<file path="src/rtl/rpm_pkg.sv">
package rpm_pkg;
    typedef enum logic [3:0] {
        ST_IDLE,
        ST_ASK,
        ST_PRE,
        ST_TRP,
        ST_REF,
        ST_TRFC,
        ST_SR_IN,
        ST_SR,
        ST_SR_OUT,
        ST_PD,
        ST_PD_OUT
    } rpm_state_e;
endpackage

</file>
<file path="src/rtl/rpm_interval_tick.sv">
module rpm_interval_tick #(
    parameter int INTERVAL = 3120
) (
    input  logic clk,
    input  logic rst_n,
    input  logic hold,
    output logic tick
);
    localparam int CW = $clog2(INTERVAL + 1);
    localparam logic [CW-1:0] LAST = CW'(INTERVAL - 1);

    logic [CW-1:0] cnt;

    always_ff @(posedge clk) begin
        if (!rst_n || hold) begin
            cnt <= '0;
        end else if (cnt == LAST) begin
            cnt <= '0;
        end else begin
            cnt <= cnt + 1'b1;
        end
    end

    assign tick = !hold && (cnt == LAST);
endmodule

</file>
<file path="src/rtl/rpm_debt_counter.sv">
module rpm_debt_counter #(
    parameter int MAX_DEBT = 8
) (
    input  logic clk,
    input  logic rst_n,
    input  logic inc,
    input  logic dec,
    input  logic clr,
    output logic pending,
    output logic urgent
);
    localparam int DW = $clog2(MAX_DEBT + 1);
    localparam logic [DW-1:0] FULL = DW'(MAX_DEBT);

    logic [DW-1:0] debt;
    logic          inc_eff;
    logic          dec_eff;

    assign inc_eff = inc && ((debt != FULL) || dec);
    assign dec_eff = dec && (debt != '0);

    always_ff @(posedge clk) begin
        if (!rst_n || clr) begin
            debt <= '0;
        end else begin
            unique case ({inc_eff, dec_eff})
                2'b10:   debt <= debt + 1'b1;
                2'b01:   debt <= debt - 1'b1;
                default: debt <= debt;
            endcase
        end
    end

    assign pending = (debt != '0);
    assign urgent  = (debt == FULL);
endmodule

</file>
<file path="src/rtl/rpm_wait_timer.sv">
module rpm_wait_timer #(
    parameter int MAXW = 200,
    parameter int CW   = $clog2(MAXW + 1)
) (
    input  logic          clk,
    input  logic          rst_n,
    input  logic          load,
    input  logic [CW-1:0] load_val,
    output logic          done
);
    logic [CW-1:0] cnt;

    always_ff @(posedge clk) begin
        if (!rst_n) begin
            cnt <= '0;
        end else if (load) begin
            cnt <= load_val;
        end else if (cnt != '0) begin
            cnt <= cnt - 1'b1;
        end
    end

    assign done = (cnt == '0);
endmodule

</file>
<file path="src/rtl/dram_refresh_pm.sv">
module dram_refresh_pm
    import rpm_pkg::*;
#(
    parameter int REF_INTERVAL = 3120,
    parameter int MAX_DEBT     = 8,
    parameter int TRFC         = 20,
    parameter int TRP          = 6,
    parameter int TXSR         = 200,
    parameter int TXP          = 3
) (
    input  logic clk,
    input  logic rst_n,
    input  logic busgnt,
    input  logic banks_open,
    input  logic burst_busy,
    input  logic sr_req,
    input  logic pd_req,
    output logic busreq,
    output logic pre_all,
    output logic ref_cmd,
    output logic cke,
    output logic ref_urgent
);
    localparam int TMAX_A = (TRFC > TRP) ? TRFC : TRP;
    localparam int TMAX_B = (TXSR > TXP) ? TXSR : TXP;
    localparam int TMAX   = (TMAX_A > TMAX_B) ? TMAX_A : TMAX_B;
    localparam int TW     = $clog2(TMAX + 1);

    localparam logic [TW-1:0] LD_TRP  = TW'(TRP - 1);
    localparam logic [TW-1:0] LD_TRFC = TW'(TRFC - 1);
    localparam logic [TW-1:0] LD_TXSR = TW'(TXSR - 1);
    localparam logic [TW-1:0] LD_TXP  = TW'(TXP - 1);

    rpm_state_e state, nxt;

    logic          tick;
    logic          pending;
    logic          urgent;
    logic          t_load;
    logic [TW-1:0] t_val;
    logic          t_done;
    logic          in_sr;
    logic          debt_dec;
    logic          debt_clr;

    assign in_sr    = (state == ST_SR_IN) || (state == ST_SR) || (state == ST_SR_OUT);
    assign debt_dec = (state == ST_REF);
    assign debt_clr = (state == ST_SR_IN);

    rpm_interval_tick #(.INTERVAL(REF_INTERVAL)) u_tick (
        .clk   (clk),
        .rst_n (rst_n),
        .hold  (in_sr),
        .tick  (tick)
    );

    rpm_debt_counter #(.MAX_DEBT(MAX_DEBT)) u_debt (
        .clk     (clk),
        .rst_n   (rst_n),
        .inc     (tick),
        .dec     (debt_dec),
        .clr     (debt_clr),
        .pending (pending),
        .urgent  (urgent)
    );

    rpm_wait_timer #(.MAXW(TMAX), .CW(TW)) u_wait (
        .clk      (clk),
        .rst_n    (rst_n),
        .load     (t_load),
        .load_val (t_val),
        .done     (t_done)
    );

    // state register
    always_ff @(posedge clk) begin
        if (!rst_n) begin
            state <= ST_IDLE;
        end else begin
            state <= nxt;
        end
    end

    // next state and timer loads
    always_comb begin
        nxt    = state;
        t_load = 1'b0;
        t_val  = '0;
        unique case (state)
            ST_IDLE: begin
                if (sr_req || pending || pd_req) begin
                    nxt = ST_ASK;
                end
            end
            ST_ASK: begin
                if (busgnt) begin
                    if (sr_req || pending) begin
                        if (banks_open) begin
                            nxt = ST_PRE;
                        end else if (sr_req) begin
                            nxt = ST_SR_IN;
                        end else begin
                            nxt = ST_REF;
                        end
                    end else if (pd_req) begin
                        if (!burst_busy) begin
                            nxt = ST_PD;
                        end
                    end else begin
                        nxt = ST_IDLE;
                    end
                end else if (!(sr_req || pending || pd_req)) begin
                    nxt = ST_IDLE;
                end
            end
            ST_PRE: begin
                t_load = 1'b1;
                t_val  = LD_TRP;
                nxt    = ST_TRP;
            end
            ST_TRP: begin
                if (t_done) begin
                    nxt = ST_ASK;
                end
            end
            ST_REF: begin
                t_load = 1'b1;
                t_val  = LD_TRFC;
                nxt    = ST_TRFC;
            end
            ST_TRFC: begin
                if (t_done) begin
                    nxt = ST_IDLE;
                end
            end
            ST_SR_IN: begin
                nxt = ST_SR;
            end
            ST_SR: begin
                if (!sr_req) begin
                    t_load = 1'b1;
                    t_val  = LD_TXSR;
                    nxt    = ST_SR_OUT;
                end
            end
            ST_SR_OUT: begin
                if (t_done) begin
                    nxt = ST_IDLE;
                end
            end
            ST_PD: begin
                if (!pd_req || urgent) begin
                    t_load = 1'b1;
                    t_val  = LD_TXP;
                    nxt    = ST_PD_OUT;
                end
            end
            ST_PD_OUT: begin
                if (t_done) begin
                    nxt = ST_IDLE;
                end
            end
            default: nxt = ST_IDLE;
        endcase
    end

    // Moore outputs
    always_comb begin
        busreq  = (state != ST_IDLE);
        pre_all = (state == ST_PRE);
        ref_cmd = (state == ST_REF) || (state == ST_SR_IN);
        cke     = !((state == ST_SR_IN) || (state == ST_SR) || (state == ST_PD));
    end

    assign ref_urgent = urgent;
endmodule

</file>
<file path="config.mk">
export PLATFORM = sky130hd
export DESIGN_NAME = dram_refresh_pm
export DESIGN_NICKNAME = d
export VERILOG_FILES = /design/src/rtl/rpm_pkg.sv /design/src/rtl/rpm_interval_tick.sv /design/src/rtl/rpm_debt_counter.sv /design/src/rtl/rpm_wait_timer.sv /design/src/rtl/dram_refresh_pm.sv
export SDC_FILE = /design/constraint.sdc
export NUM_CORES = 1
export LEC_CHECK = 0
export CELL_PAD_IN_SITES_DETAIL_PLACEMENT = 1
export CELL_PAD_IN_SITES_GLOBAL_PLACEMENT = 2
export CORE_AREA = 5 5 101 75
export DETAILED_ROUTE_END_ITERATION = 8
export DIE_AREA = 0 0 106 80
export GPL_TIMING_DRIVEN = 0
export PLACE_DENSITY_LB_ADDON = 0.1
export SYNTH_ARGS = -nofsm -noshare
export SYNTH_HDL_FRONTEND = slang
export SYNTH_SLANG_ARGS = --single-unit
</file>
<file path="constraint.sdc">
create_clock -name clk -period 5.8 [get_ports clk]
set_clock_uncertainty 0.05 [all_clocks]
set_input_delay 0.87 -clock clk [delete_from_list [all_inputs] [get_ports clk]]
set_output_delay 0.87 -clock clk [all_outputs]
set_load 0.05 [all_outputs]
</file>
# ---- Word level (Yosys, flattened, before mapping)
# Cells that the tools add are included.
dict set report op_classes {
  addsub 4
  mux 22
  n_reduce_logical 28
  eq_ne 22
}
# cell count
set ops {}
lappend ops {{$mux 4} 10}
lappend ops {{$pmux 4 s9} 1}
lappend ops {{$pmux 8 s4} 1}
lappend ops {{$mux 8} 3}
lappend ops {{$eq 4x3->1 const B} 4}
lappend ops {{$eq 4x4->1 const B} 4}
lappend ops {{$add 12x1->12 const B} 1}
lappend ops {{$eq 12x12->1 const B} 1}
lappend ops {{$logic_or 1x1->1} 10}
lappend ops {{$eq 4x2->1 const B} 2}
lappend ops {{$logic_not 8->1} 1}
lappend ops {{$ne 2x2->1 const B} 4}
lappend ops {{$pmux 4 s2} 1}
lappend ops {{$reduce_bool 4->1} 2}
lappend ops {{$reduce_bool 8->1} 1}
lappend ops {{$sub 8x1->8 const B} 1}
lappend ops {{$reduce_and 7->1} 1}
lappend ops {{$ne 5x5->1 const B} 1}
lappend ops {{$add 4x1->4 const B} 1}
lappend ops {{$eq 4x1->1 const B} 1}
lappend ops {{$logic_not 1->1} 4}
lappend ops {{$logic_not 4->1} 1}
lappend ops {{$mux 2} 2}
lappend ops {{$ne 4x4->1 const B} 1}
lappend ops {{12 further kinds} 17}
dict set report word_totals {
  inputBits 7
  output_inout_bits 5
  elab_cells 80
  regBits 28
}

# ---- Longest topological paths before layout
# Gate-level depths: netlist of run 1.
dict set report logic_depth {
  depth_word 8
  depth_mapped 13
  mapped_depth_nobuf 12
}

# ---- Modules after synthesis
# From an unflattened synthesis of run 1, not the netlist that was laid out.
dict set report unflattened {
  hier_cells 215
  area_unflattened_um2 1775.5
}
# module seq_area_each_um2 cells_each area_per_inst_um2 n_inst
set by_module_without_submodules {}
lappend by_module_without_submodules {rpm_interval_tick 240.2 61 541.8 1}
lappend by_module_without_submodules {dram_refresh_pm 80.1 69 488.0 1}
lappend by_module_without_submodules {rpm_wait_timer 160.2 51 457.9 1}
lappend by_module_without_submodules {rpm_debt_counter 80.1 34 287.8 1}

# ---- Worst setup path before layout of run 1
# No wires, ideal clock.
dict set report synth_timing {
  path_type {register -> register}
  start {register u_debt.debt[0]}
  end {register u_debt.debt[2]}
  path_stages_with_launch 12
  slack_ps 2956
  synth_period_minus_slack_ps 2844
  t_required_ps 5678
  setup_time_ps 72
  t_arrival_ps 2722
  path_buffers 0
  path_cell_list {dfxtp_1 -> or4b_1 -> inv_1 -> a21oi_1 -> o21ai_0 -> ha_1 -> xor2_1 -> ha_1 -> a21oi_1 -> xor2_1 -> or3_1 -> a21oi_1}
}
dict set report synth_via {
  elab_chain_cells 5
  elab_cells_between_ends 11
  classes_between {2 x add/sub; 3 x eq/ne; 1 x mux; 5 x reduce/logical}
}
# item line_no
set synth_rtl {}
lappend synth_rtl {{start: declaration} rpm_debt_counter.sv:15} ;# logic [DW-1:0] debt;
lappend synth_rtl {{start signal: assignment} rpm_debt_counter.sv:27} ;# 2'b10: debt <= debt + 1'b1;
lappend synth_rtl {{start signal: assignment} rpm_debt_counter.sv:28} ;# 2'b01: debt <= debt - 1'b1;
lappend synth_rtl {{start signal: assignment} rpm_debt_counter.sv:29} ;# default: debt <= debt;
lappend synth_rtl {{$ne 4x4->1} rpm_debt_counter.sv:19} ;# assign inc_eff = inc && ((debt != FULL) || dec);
lappend synth_rtl {{$logic_or 1x1->1} rpm_debt_counter.sv:19}
lappend synth_rtl {{$logic_and 1x1->1} rpm_debt_counter.sv:19}
lappend synth_rtl {{$eq 2x1->1 / $eq 2x2->1 (equally long branches)} rpm_debt_counter.sv:26} ;# unique case ({inc_eff, dec_eff})
lappend synth_rtl {{$pmux 4 s2 / $reduce_bool 2->1 (equally long branches)} --}
# Several ways; a longest one is shown, not always the timed one.
# A chain may end at the register's enable or synchronous reset.

# ---- Worst setup path after layout of run 1
dict set report layout_timing {
  start {register state[2]}
  end {output port ref_cmd}
}
dict set report layout_via {
  elab_chain_cells 2
  elab_cells_between_ends 3
  classes_between {2 x eq/ne; 1 x reduce/logical}
}
# item line_no
set layout_rtl {}
lappend layout_rtl {{start: declaration} dram_refresh_pm.sv:34} ;# rpm_state_e state, nxt;
lappend layout_rtl {{start signal: assignment} dram_refresh_pm.sv:80} ;# state <= nxt;
lappend layout_rtl {{$eq 4x3->1} dram_refresh_pm.sv:171} ;# ref_cmd = (state == ST_REF) || (state == ST_SR_IN);
lappend layout_rtl {{$logic_or 1x1->1 *} dram_refresh_pm.sv:171}
lappend layout_rtl {{end: declaration} dram_refresh_pm.sv:20} ;# output logic ref_cmd,
# Every way passes the cells marked *; elsewhere a longest branch is shown, timed or not.

==> results.md, run 1 <==
Run status:
- The run finished with clean final reports.

Clock tree:
- The clock passes through at most 2 buffers.
- The CTS tree is built.
- The clock edge transition at the registers on the reported setup and hold paths is 0.10 ns.
- The number of hold buffers added after CTS is 0.
- The number of buffers created by CTS is 3.
- For the worst-skew pair, the clock arrives at the later sink with an insertion delay of 0.28 ns.
- The number of setup buffers added after CTS is 0.
- The total of cells resized after clock tree synthesis is 0.
- The cell sitting at the root of the clock tree is a sky130_fd_sc_hd__clkbuf_8.
- Counting every sink on the clock net gives 28.
- The level count of the clock H-tree is 1.

Logic synthesis:
- The largest area contributor in the netlist is sky130_fd_sc_hd__dfxtp_1.
- By area the synthesized netlist is led by sky130_fd_sc_hd__dfxtp_1, sky130_fd_sc_hd__xor2_1, sky130_fd_sc_hd__nor2_1.
- Summing the areas of all and, or, nand and nor instances in the mapped netlist gives 33.0% of the synthesized area.
- During synthesis, Yosys emitted a total of 0 warnings.
- The fraction of synthesized area in multiplexers is 1.76%.
- The fraction of the mapped netlist area in compound gates is 15.5%.
- In this run, distinct cell masters in the synthesized netlist total 52.
- The number of enable-type register cells in the synthesized netlist is 0.
- Synthesis produced a netlist with a net count of 224.
- In the synthesized netlist, the number of instances is 212.
- The main combinational cell family by area after synthesis is simple AND/OR/NAND/NOR gates.
- The most used flip-flop cell after synthesis is sky130_fd_sc_hd__dfxtp_1.
- Of the total synthesized cell area, the portion taken by XOR and XNOR cells is 9.78%.
- After Yosys synthesis, full adders, half adders and majority gates account for 3.68% of the synthesized area.
- After synthesis, the share of flip-flops with an asynchronous set or reset is 0%.
- After synthesis, the largest area contributor takes up 32.9% of total cell area.
- The commonest cells after synthesis are sky130_fd_sc_hd__dfxtp_1, sky130_fd_sc_hd__nor2_1, sky130_fd_sc_hd__nand2_1, sky130_fd_sc_hd__xor2_1.
- The number of register bits inferred by synthesis is 28.
- The mapped netlist covers 0.00170 mm^2.
- The sequential share of the synthesized area is 32.9%.
- Each instance of the synthesized netlist takes up on average 8.03 um^2.

Job:
- Max-cap violations in this run came to 0.

Finish:
- The summed area of non-filler cells in the final layout is 0.00197 mm^2.
- The synthesis-to-layout area growth is 15.7%.
- The filler cells instantiated in the layout total 799.
- The count of nets after finishing is 240.
- The repair_antennas step left the layout with diodes totalling 0.
- The final cell utilization of the core is 30.3%.
- The finished layout holds 308 standard cells, fillers aside.
- Of the cells placed in the final design, the portion with a size suffix greater than 1 is 5.29%.

Floorplanning:
- In this run the count of I/O pins placed on the die edge is 12.
- The die boundary width is 106 um.
- In this run the core area contains 25 standard-cell rows.
- The total area inside the core boundary comes to 0.00651 mm^2.
- The die covers 0.00848 mm^2.
- The starting utilization of the core area is 26.2%.
- In this run the vertical extent of the chip is 80 um.

Timing:
- Setup violations remaining at the end of the flow were counted as 0.
- The number of hold violations in the final report came to 0.
- The slew at the pin closest to its max-slew limit is 0.617 ns.
- The worst pin sits at a relative slew slack of 58.3%.
- Setup repair after global routing left no endpoint under its margin.
- The final setup TNS is 0 ns.
- The final critical path takes up 56.7% of the cycle.
- On the final layout, the worst hold slack is 0.425 ns.
- Once routing completed, OpenROAD measured the worst setup slack at 2.51 ns.
- The count of pins over their slew limit is 0.
- The post-route minimum period is 3.29 ns.
- The peak clock frequency supported by timing is 0.304 GHz.

Hold path:
- The path category of the worst min-delay check is register to register.
- The cell depth of the worst min-delay path is 1.
- The startpoint of the lowest-slack hold path is u_tick.cnt[0].
- The destination of the worst hold path is u_tick.cnt[0].

Worst setup path:
- The biggest cell delay along the critical path is 0.81 ns.
- STA classifies the critical path startpoint as a register.
- The critical setup path kind is register to output port.
- The number of cells on the worst reg-to-reg path is 13.
- The worst endpoint required time is 4.88 ns.
- The setup check on the worst reg-to-reg path leaves a slack of 2.85 ns.
- In this run the critical register-to-register path is captured at u_debt.debt[2].
- The reg-to-reg startpoint is state[0].
- The critical path goes through clkbuf_1 -> nand2_1 -> nor2_1 -> clkdlybuf4s50_1.
- The peak fanout along the critical path is 10.
- The data arrival at the endpoint of the critical path is 2.37 ns.
- The slowest stage of the critical path belongs to the cell sky130_fd_sc_hd__clkdlybuf4s50_1.
- The critical path capture point type is an output port.

Placement:
- After detailed placement, the total cell area comes to 0.00191 mm^2.
- During placement, the flow inserted port buffers numbering 11.
- Routability-driven placement finished with a final weighted congestion of 0.798.
- The setup slack after placement is 2.79 ns.
- Detailed placement finished with a half-perimeter wire length of 3730 um.
- The count of placed standard cells including taps is 304.

Drt:
- The number of design-rule violations left by the first detailed-router iteration is 33.
- The number of vias per cell is 5.08.
- The detail route stage leaves a number of antenna-violating nets equal to 0.
- Dividing the detail-routed wire length by the instance count gives 15.5 um.
- Wires add up to 4790 um.
- The routed via count is 1565.
- The first detailed-routing pass took 4 iterations.
- The total DRC errors in the routed layout is 0.

GRT:
- Entering global routing, the biggest net connects 16 pins.
- The via count of the first global-routing pass came to 1681.
- The first global-routing pass estimated 8220 um of wire.
- The initial antenna violation count was 0.
- The overflow left after global routing is 0.
- The total routing usage reported by global routing is 12.0%.

Power and ir drop:
- The total power is 0.676 mW.
- The highest ir drop seen on vdd is 0.0837 mV.
- Dividing total power by cell area gives a power density of 343 mW/mm^2.
- The leakage dissipation is 0.736 nW.
sequential cells by signal (all words and copies together) (netlist names):
name         flops
state            4
u_wait.cnt       8
u_debt.debt      4
u_tick.cnt      12
placed cells by master (no fill, tap or decap), types with 2 or more instances in the layout:
cell type                         instances
sky130_fd_sc_hd__a221oi_1                 3
sky130_fd_sc_hd__nor4bb_1                 3
sky130_fd_sc_hd__clkbuf_1                 8
sky130_fd_sc_hd__and2_1                   2
sky130_fd_sc_hd__nor2_1                  28
sky130_fd_sc_hd__nand3_1                 11
sky130_fd_sc_hd__nand4_1                  2
sky130_fd_sc_hd__ha_1                     5
sky130_fd_sc_hd__clkdlybuf4s50_1         11
sky130_fd_sc_hd__xor2_1                  14
sky130_fd_sc_hd__nand3b_1                 3
sky130_fd_sc_hd__nor3b_1                  2
sky130_fd_sc_hd__mux2i_1                  3
sky130_fd_sc_hd__a21oi_1                 11
sky130_fd_sc_hd__or3_1                    3
sky130_fd_sc_hd__nand2_1                 17
sky130_fd_sc_hd__or4_1                    2
sky130_fd_sc_hd__and3_1                   4
sky130_fd_sc_hd__inv_1                    7
sky130_fd_sc_hd__xnor2_1                  5
sky130_fd_sc_hd__o21ai_0                 10
sky130_fd_sc_hd__nor3_1                   7
sky130_fd_sc_hd__clkbuf_8                 4
sky130_fd_sc_hd__dfxtp_1                 28
sky130_fd_sc_hd__nand2b_1                 4
sky130_fd_sc_hd__and4_1                   2
final cells by class:
class | instances | area [um^2] | area share (%)
Timing Repair Buffer | 11 | 110 | 5.59
Clock buffer | 4 | 55.1 | 2.80
Buffer | 8 | 30.0 | 1.53
Multi-Input combinational cell | 169 | 1080 | 55.1
Sequential cell | 28 | 561 | 28.5
Tap cell | 81 | 101 | 5.15
Inverter | 7 | 26.3 | 1.34
cell families after synthesis:
family          after synthesis
fa+ha+maj                     5
simple gates                102
flops                        28
xor+xnor                     19
compound gates               40
mux                           3
buf+inv                      15
how the worst max path moves through the flow:
stage | slack, ns | from | end
after global routing | 2.36 | state[2] | ref_cmd
after floorplan | 2.96 | u_debt.debt[0] | u_debt.debt[2]
final | 2.51 | state[2] | ref_cmd
after detailed placement | 2.79 | state[2] | ref_cmd
after global placement | 2.79 | state[2] | ref_cmd
after CTS | 2.47 | state[2] | ref_cmd
per-layer routing:
metal  vias up  part of all wire [%]  global-route usage (%)
li1        786                     -                       -
met1       766                    50                    15.8
met2        11                    48                    20.9
met3         2                   2.3                    2.26
met4         0                  0.40                    1.55
met5         -                     0                       0
worst max-delay path: cells and delay by family (launching register included):
family                 cells  cell delay, ns
flip-flops                 1            0.44
buffers and inverters      2            1.23
AND/OR/NAND/NOR            2            0.41
power breakdown:
| group | total, mW | switching (mW) | internal, mW |
|---|---|---|---|
| Combinational | 0.298 | 0.167 | 0.130 |
| Sequential | 0.255 | 0.0305 | 0.224 |
| Clock | 0.123 | 0.0625 | 0.0608 |
| Total | 0.676 | 0.260 | 0.415 |
Power figures use the tool's default switching activity.
==> run 2, diff against run 1 <==
==> constraint.sdc (replaced) <==
create_clock -name clk -period 3.13 [get_ports clk]
set_clock_uncertainty 0.05 [all_clocks]
set_input_delay 0.4695 -clock clk [delete_from_list [all_inputs] [get_ports clk]]
set_output_delay 0.4695 -clock clk [all_outputs]
set_load 0.05 [all_outputs]
==> run 2 against run 1 <==
Final cell count did not move. Clock-buffer cell count stayed put. Design area rose by 0.13%. Combinational power grew 86%. Critical path depth unchanged. Critical endpoint unchanged.
==> results.md, run 2 (synthesis results as in run 1) <==
Power and ir drop:
- The leakage dissipation was 0.742 nW (was 0.736 nW).
- The ratio of total power to cell area is 636 mW/mm^2 (was 343 mW/mm^2).
- The total power came to 1.25 mW (was 0.676 mW).
- The highest ir drop seen on vdd was 0.155 mV (was 0.0837 mV).

GRT:
- The routing usage on met3 is 2.26% (unchanged).
- The overflow left after global routing is 0 (unchanged).
- The met2 track demand over resource is 20.9% (unchanged).
- The pin count of the biggest net entering global routing is 16 (unchanged).
- The total routing usage reported by global routing came to 12.0% (unchanged).
- The wire length of the first global-routing pass is 8220 um (unchanged).
- The via count of the first global-routing pass is 1681 (unchanged).
- The peak-usage layer in the global routing report is met2 (unchanged).
- The met1 track demand over resource in global routing is 15.8% (unchanged).
- The initial antenna violation count is 0 (unchanged).

Finish:
- Highest-count cells in the layout ignoring fill and taps: sky130_fd_sc_hd__nor2_1, sky130_fd_sc_hd__dfxtp_1, sky130_fd_sc_hd__nand2_1 (unchanged).
- Largest registers: u_tick.cnt x12, u_wait.cnt x8 (unchanged).
- The share of final-layout standard cells stronger than drive strength 1 came to 6.17% (was 5.29%).
- The summed area of non-filler cells in the final layout is 0.00197 mm^2 (about the same).
- The number of inserted filler cells in the final layout is 801 (was 799).
- The synthesis-to-layout area growth is 15.8% (was 15.7%).
- The antenna cell count was 0 (unchanged).
- The non-filler instance count after layout is 308 (unchanged).
- The flip-flop count of the largest register, all copies and words added is 12 (unchanged).
- The count of nets after finishing is 240 (unchanged).
- The top register by number of flip-flops is u_tick.cnt (unchanged).
- The area of the multi-input gates is 0.00108 mm^2 (unchanged).
- The register cell area after layout is 561 um^2 (unchanged).

Floorplanning:
- The number of top-level design ports is 12 (unchanged).
- The starting utilization of the core area came to 26.2% (unchanged).
- The die outline area is 0.00848 mm^2 (unchanged).
- The total number of placement rows is 25 (unchanged).
- The standard cell core area is 0.00651 mm^2 (unchanged).
- The die boundary width came to 106 um (unchanged).
- The floorplan die height is 80 um (unchanged).

Drt:
- The residual antenna-violating net count after detailed routing is 0 (unchanged).
- The number of vias per cell was 5.12 (was 5.08).
- The wire length after detailed routing came to 4790 um (about the same).
- The total DRC errors in the routed layout was 0 (unchanged).
- The number of design-rule violations left by the first detailed-router iteration is 35 (was 33).
- The routed via count is 1578 (was 1565).
- The routed length per instance is 15.5 um (about the same).
- The first-pass detailed-route iteration total came to 4 (unchanged).

Placement:
- The global placer's final weighted congestion was 0.798 (unchanged).
- The detailed placer's ending HPWL is 3730 um (unchanged).
- The count of input and output buffers is 11 (unchanged).
- The total placed instance area is 0.00191 mm^2 (unchanged).
- The count of placed standard cells including taps came to 304 (unchanged).

Worst setup path:
- The worst endpoint required time is 2.61 ns (was 4.88 ns).
- The startpoint kind of the worst setup timing path is a register (unchanged).
- Cell Chain, Critical Path: clkbuf_1 -> nand2_1 -> nor2_1 -> clkdlybuf4s50_1 (unchanged).
- The data arrival at the endpoint of the critical path is 2.40 ns (was 2.37 ns).
- The cell with the largest stage delay on the worst path is sky130_fd_sc_hd__clkdlybuf4s50_1 (unchanged).
- The critical path buffer and inverter count is 2 (unchanged).
- The peak fanout along the critical path is 10 (unchanged).
- The internal reg-to-reg setup slack is 0.22 ns (was 2.85 ns).
- The biggest cell delay along the critical path is 0.81 ns (about the same).
- The critical path capture point type is an output port (unchanged).
- The critical path's top delay family is buffers and inverters (unchanged).
- The critical setup path kind is register to output port (unchanged).

Job:
- The max-capacitance violation count is 0 (unchanged).

Clock tree:
- The clock edge transition at the registers on the reported setup and hold paths was 0.10 ns (about the same).
- The CTS tree was built (unchanged).
- The source-to-sink clock delay at the later pin of the worst-skew pair is 0.28 ns (about the same).
- The sink count of the clock tree is 28 (unchanged).
- The number of buffers created by CTS is 3 (unchanged).
- The cell at the root of the clock tree is sky130_fd_sc_hd__clkbuf_8 (unchanged).
- The number of hold buffers added after CTS came to 0 (unchanged).
- The total of cells resized after clock tree synthesis is 0 (unchanged).
- The post-CTS setup-driven buffer insertion count came to 0 (unchanged).
- The level count of the clock H-tree is 1 (unchanged).
- The maximum count of clock buffers along a single path is 2 (unchanged).

Timing:
- RSZ-0062 raised after global routing: no (unchanged).
- The slew at the pin closest to its max-slew limit is 0.624 ns (was 0.617 ns).
- The portion of the clock cycle consumed by the worst path in the final layout is 93.4%.
- The number of setup violations in the final report is 0 (unchanged).
- The final setup TNS is 0 ns (unchanged).
- The worst slew margin relative to its limit is 57.8% (was 58.3%).
- The count of pins over their slew limit is 0 (unchanged).
- The post-route minimum period is 2.92 ns.
- The number of hold violations in the final report is 0 (unchanged).
- The peak clock frequency supported by timing is 0.342 GHz.

Run status:
- Run status: completed (unchanged).

Hold path:
- The path category of the worst min-delay check is register to register (unchanged).
-- run 2: cell counts in the layout (fill, tap and decap cells not counted) --
No cell type changed its count.
-- run 2: final timing paths --
path                                      from  cells past startpoint        endpoint
worst max register to register  u_debt.debt[0]                     11  u_debt.debt[2]
worst min-delay path             u_tick.cnt[0]                      1   u_tick.cnt[0]
worst min register to register   u_tick.cnt[0]                      1   u_tick.cnt[0]
worst max-delay path                  state[2]                      4         ref_cmd
-- run 2: final cells by class --
type	count	area share, %
repair buffers	11	5.59
clock buffers	4	2.79
plain buffers	8	1.65
inverters	7	1.33
well taps	81	5.14
flip-flops and latches	28	28.4
multi-input cells	169	55.0
-- run 2: worst register-to-register path, delay by kind of cell (launching register included) --
family,cells,cell delay (ns)
AOI/OAI and AO/OA,4,0.47
xor gates and xnor gates,2,0.34
adders and majority gates,2,0.48
buffers and inverters,1,0.14
DFF,1,0.39
and+or+nand+nor,2,0.97
-- run 2: report_power, final --
| group | total (mW) | internal, mW | switching, mW |
|---|---|---|---|
| combinational | 0.553 | 0.242 | 0.311 |
| sequential | 0.472 | 0.416 | 0.0567 |
| clock | 0.228 | 0.113 | 0.115 |
| total | 1.25 | 0.771 | 0.482 |
-- run 2: routing by layer --
metal	share of wire (%)	vias up
met2	47	14
met1	49	773
met3	2.8	2
met5	0	-
met4	0.40	0
li1	-	789
-- run 2: metrics by stage --
step | setup WS [ns] | hold WS, ns | util, %
floorplan | 0.286 | 0.376 | -
global placement | 0.260 | 0.396 | 29.4
detailed placement | 0.248 | 0.414 | 29.4
CTS | 0.192 | 0.438 | 30.3
global route | 0.0258 | 0.462 | 30.3
finish | 0.208 | 0.425 | 30.3
==> run 3, diff against run 2 <==
--- a/config.mk
+++ b/config.mk
@@ -5,13 +5,15 @@
 export SDC_FILE = /design/constraint.sdc
 export NUM_CORES = 1
 export LEC_CHECK = 0
+export ABC_CLOCK_PERIOD_IN_PS = 3130
 export CELL_PAD_IN_SITES_DETAIL_PLACEMENT = 1
 export CELL_PAD_IN_SITES_GLOBAL_PLACEMENT = 2
-export CORE_AREA = 5 5 101 75
+export CORE_AREA = 3 3 99 73
 export DETAILED_ROUTE_END_ITERATION = 8
-export DIE_AREA = 0 0 106 80
+export DIE_AREA = 0 0 102 76
 export GPL_TIMING_DRIVEN = 0
 export PLACE_DENSITY_LB_ADDON = 0.1
+export SLEW_MARGIN = 20
 export SYNTH_ARGS = -nofsm -noshare
 export SYNTH_HDL_FRONTEND = slang
 export SYNTH_SLANG_ARGS = --single-unit
==> run 3 against run 2 <==
Clock-buffer cell count is 1 lower. Hold slack hardly changed. Critical endpoint is now u_debt.debt[2]. Non-clock buffer count stayed put. Core utilization is 1.5 points higher. Combinational power hardly changed.
==> results.md, run 3 (synthesis results as in run 1) <==
Run status:
- Run status: completed (unchanged).

Worst setup path:
- The internal reg-to-reg setup slack was 0.26 ns (was 0.22 ns).
- The biggest cell delay along the critical path is 0.66 ns (was 0.81 ns).
- Cell Chain, Critical Path: or4b_1 -> inv_1 -> a21oi_1 -> o21ai_1 -> ha_1 -> xor2_1 -> ha_1 -> a21oi_1 -> xor2_1 -> or3_1 -> a21oi_1 (was clkbuf_1 -> nand2_1 -> nor2_1 -> clkdlybuf4s50_1).
- The startpoint kind of the worst setup timing path is a register (unchanged).
- The critical path capture point type is a register (was output port).
- The cell with the largest stage delay on the worst path is sky130_fd_sc_hd__or4b_1 (was sky130_fd_sc_hd__clkdlybuf4s50_1).
- The critical setup path kind is register to register (was register to output port).
- The data arrival at the endpoint of the critical path was 3.04 ns (was 2.40 ns).
- The worst reg-to-reg path cell count is 11 (unchanged).
- The endpoint of the worst-slack reg-to-reg timing path is u_debt.debt[2] (unchanged).
- The reg-to-reg startpoint is u_debt.debt[0] (unchanged).
- The cell repeated most along the worst path is sky130_fd_sc_hd__a21oi_1.
- The peak fanout along the critical path is 7 (was 10).
- The worst endpoint required time is 3.30 ns (was 2.61 ns).

Finish:
- The non-filler instance count after layout was 305 (was 308).
- The flip-flop count of the largest register, all copies and words added is 12 (unchanged).
- Highest-count cells in the layout ignoring fill and taps: sky130_fd_sc_hd__nor2_1, sky130_fd_sc_hd__dfxtp_1, sky130_fd_sc_hd__nand2_1 (unchanged).
- The antenna cell count is 0 (unchanged).
- The share of final-layout standard cells stronger than drive strength 1 is 6.17% (unchanged).
- The count of nets after finishing came to 240 (unchanged).
- The synthesis-to-layout area growth is 16.5% (was 15.8%).
- Largest registers: u_tick.cnt x12, u_wait.cnt x8 (unchanged).
- The top register by number of flip-flops was u_tick.cnt (unchanged).

Floorplanning:
- The total number of placement rows is 24 (was 25).
- The number of top-level design ports is 12 (unchanged).
- The floorplan die height is 76 um (was 80 um).
- The starting utilization of the core area is 27.2% (was 26.2%).
- The die outline area is 0.00775 mm^2 (was 0.00848 mm^2).
- The standard cell core area is 0.00625 mm^2 (was 0.00651 mm^2).
- The die boundary width was 102 um (was 106 um).

Placement:
- The count of placed standard cells including taps was 301 (was 304).
- The global placer's final weighted congestion was 0.769 (was 0.798).
- The detailed placer's ending HPWL was 3740 um (was 3730 um).
- The count of input and output buffers is 11 (unchanged).

Hold path:
- The destination of the worst hold path is u_tick.cnt[0] (unchanged).
- The path category of the worst min-delay check is register to register (unchanged).
- The cell depth of the worst min-delay path is 1 (unchanged).
- The startpoint of the lowest-slack hold path is u_tick.cnt[0] (unchanged).

Drt:
- The number of vias per cell is 5.17 (was 5.12).
- The first-pass detailed-route iteration total is 4 (unchanged).
- The total DRC errors in the routed layout is 0 (unchanged).
- The routed length per instance is 15.6 um (was 15.5 um).
- The number of design-rule violations left by the first detailed-router iteration is 73 (was 35).
- The residual antenna-violating net count after detailed routing is 0 (unchanged).
- The routed via count came to 1576 (was 1578).
- The wire length after detailed routing is 4760 um (was 4790 um).

Power and ir drop:
- The net switching fraction of the power is 37.1% (was 38.5%).
- The combinational fraction of design power came to 41.7% (was 44.1%).
- The leakage dissipation is 0.749 nW (was 0.742 nW).
- The cell-internal power is 0.830 mW (was 0.771 mW).
- The total power is 1.32 mW (was 1.25 mW).
- The clock power share is 22.3% (was 18.2%).
- The highest ir drop seen on vdd was 0.243 mV (was 0.155 mV).
- The part of the total power dissipated in sequential elements came to 36.0% (was 37.7%).
- The ratio of total power to cell area is 665 mW/mm^2 (was 636 mW/mm^2).
- The net switching power of the design is 0.489 mW (was 0.482 mW).

Timing:
- The portion of the clock cycle consumed by the worst path in the final layout is 91.8% (was 93.4%).
- The number of setup violations in the final report came to 0 (unchanged).
- The number of hold violations in the final report is 0 (unchanged).
- The final setup TNS is 0 ns (unchanged).
- The count of pins over their slew limit is 0 (unchanged).
- RSZ-0062 raised after global routing: no (unchanged).
- The peak clock frequency supported by timing is 0.348 GHz (was 0.342 GHz).
- The post-route minimum period is 2.87 ns (was 2.92 ns).
- The slew at the pin closest to its max-slew limit is 0.571 ns (was 0.624 ns).
- The worst slew margin relative to its limit was 61.4% (was 57.8%).

Clock tree:
- The number of hold buffers added after CTS is 0 (unchanged).
- The post-CTS setup-driven buffer insertion count is 0 (unchanged).
- The sink count of the clock tree is 28 (unchanged).
- The maximum count of clock buffers along a single path was 2 (unchanged).
- The source-to-sink clock delay at the later pin of the worst-skew pair is 0.28 ns (about the same).
- The cell at the root of the clock tree is sky130_fd_sc_hd__clkbuf_8 (unchanged).
- The number of buffers created by CTS came to 3 (unchanged).
- The level count of the clock H-tree came to 1 (unchanged).
- The CTS tree is built (unchanged).
- The clock edge transition at the registers on the reported setup and hold paths came to 0.11 ns (was 0.10 ns).

GRT:
- The total routing usage reported by global routing was 13.2% (was 12.0%).
- The wire length of the first global-routing pass came to 8270 um (was 8220 um).
- The pin count of the biggest net entering global routing was 17 (was 16).
- The overflow left after global routing is 0 (unchanged).
- The initial antenna violation count is 0 (unchanged).
- The via count of the first global-routing pass is 1621 (was 1681).

Job:
- The max-capacitance violation count is 0 (unchanged).
==> run 3: repair_timing <==
action,in CTS,in global routing
endpoints found under the setup margin,0,1
endpoints found under the hold margin,0,0
gates resized for setup,0,5
==> run 3: worst max-delay path by stage <==
stage / slack (ns) / start / cells past startpoint / endpoint
after floorplan: 0.29 / u_debt.debt[0] / 11 / u_debt.debt[2]
after global placement: 0.29 / u_debt.debt[0] / 11 / u_debt.debt[2]
after detailed placement: 0.15 / u_debt.debt[0] / 11 / u_debt.debt[2]
after CTS: 0.12 / u_debt.debt[0] / 11 / u_debt.debt[2]
after global routing: 0.08 / u_debt.debt[0] / 11 / u_debt.debt[2]
final: 0.26 / u_debt.debt[0] / 11 / u_debt.debt[2]
==> run 3: per-layer routing <==
layer  wire (um)  vias to the layer above  GRT usage (%)  share of wire [%]
met3         108                        2           2.47                2.3
met4          22                        0           2.36               0.46
met2        2210                       11           20.1                 46
met1        2420                      775           19.3                 51
met5           0                        -              0                  0
li1            -                      788              -                  -
==> run 3: worst max-delay path, delay by kind of cell (launching register included) <==
family          cells  cell delay [ns]
xor+xnor            2             0.37
compound gates      4             0.42
buf+inv             1             0.14
fa+ha+maj           2             0.46
simple gates        2             0.97
flops               1             0.40
==> run 3: metrics by stage <==
| stage | utilization (%) | area [um^2] | setup WS (ns) | hold WS, ns |
|---|---|---|---|---|
| finish | 31.8 | 1980 | 0.258 | 0.425 |
| global route | 31.8 | 1980 | 0.0778 | 0.465 |
| CTS | 31.7 | 1980 | 0.118 | 0.430 |
| detailed placement | 30.6 | 1910 | 0.149 | 0.402 |
| global placement | 30.6 | 1910 | 0.288 | 0.394 |
| floorplan | - | 1700 | 0.286 | 0.376 |
==> run 3: layout make-up <==
class	count	area [um^2]
clock inverter	1	30.0
sequential	28	561
buffer	8	32.5
timing repair buffer	11	110
inverter	7	26.3
multi-input combinational	169	1080
fill	782	4260
clock buffer	3	41.3
tap	78	97.6
==> run 3: power groups by stage <==
stage | logic [mW] | registers [mW] | clock network, mW
2_1_floorplan | 0.427 | 0.465 | 0
3_3_place_gp | 0.533 | 0.479 | 0
3_5_place_dp | 0.551 | 0.484 | 0
4_1_cts | 0.554 | 0.477 | 0.314
5_1_grt | 0.627 | 0.488 | 0.321
6_report | 0.550 | 0.475 | 0.294
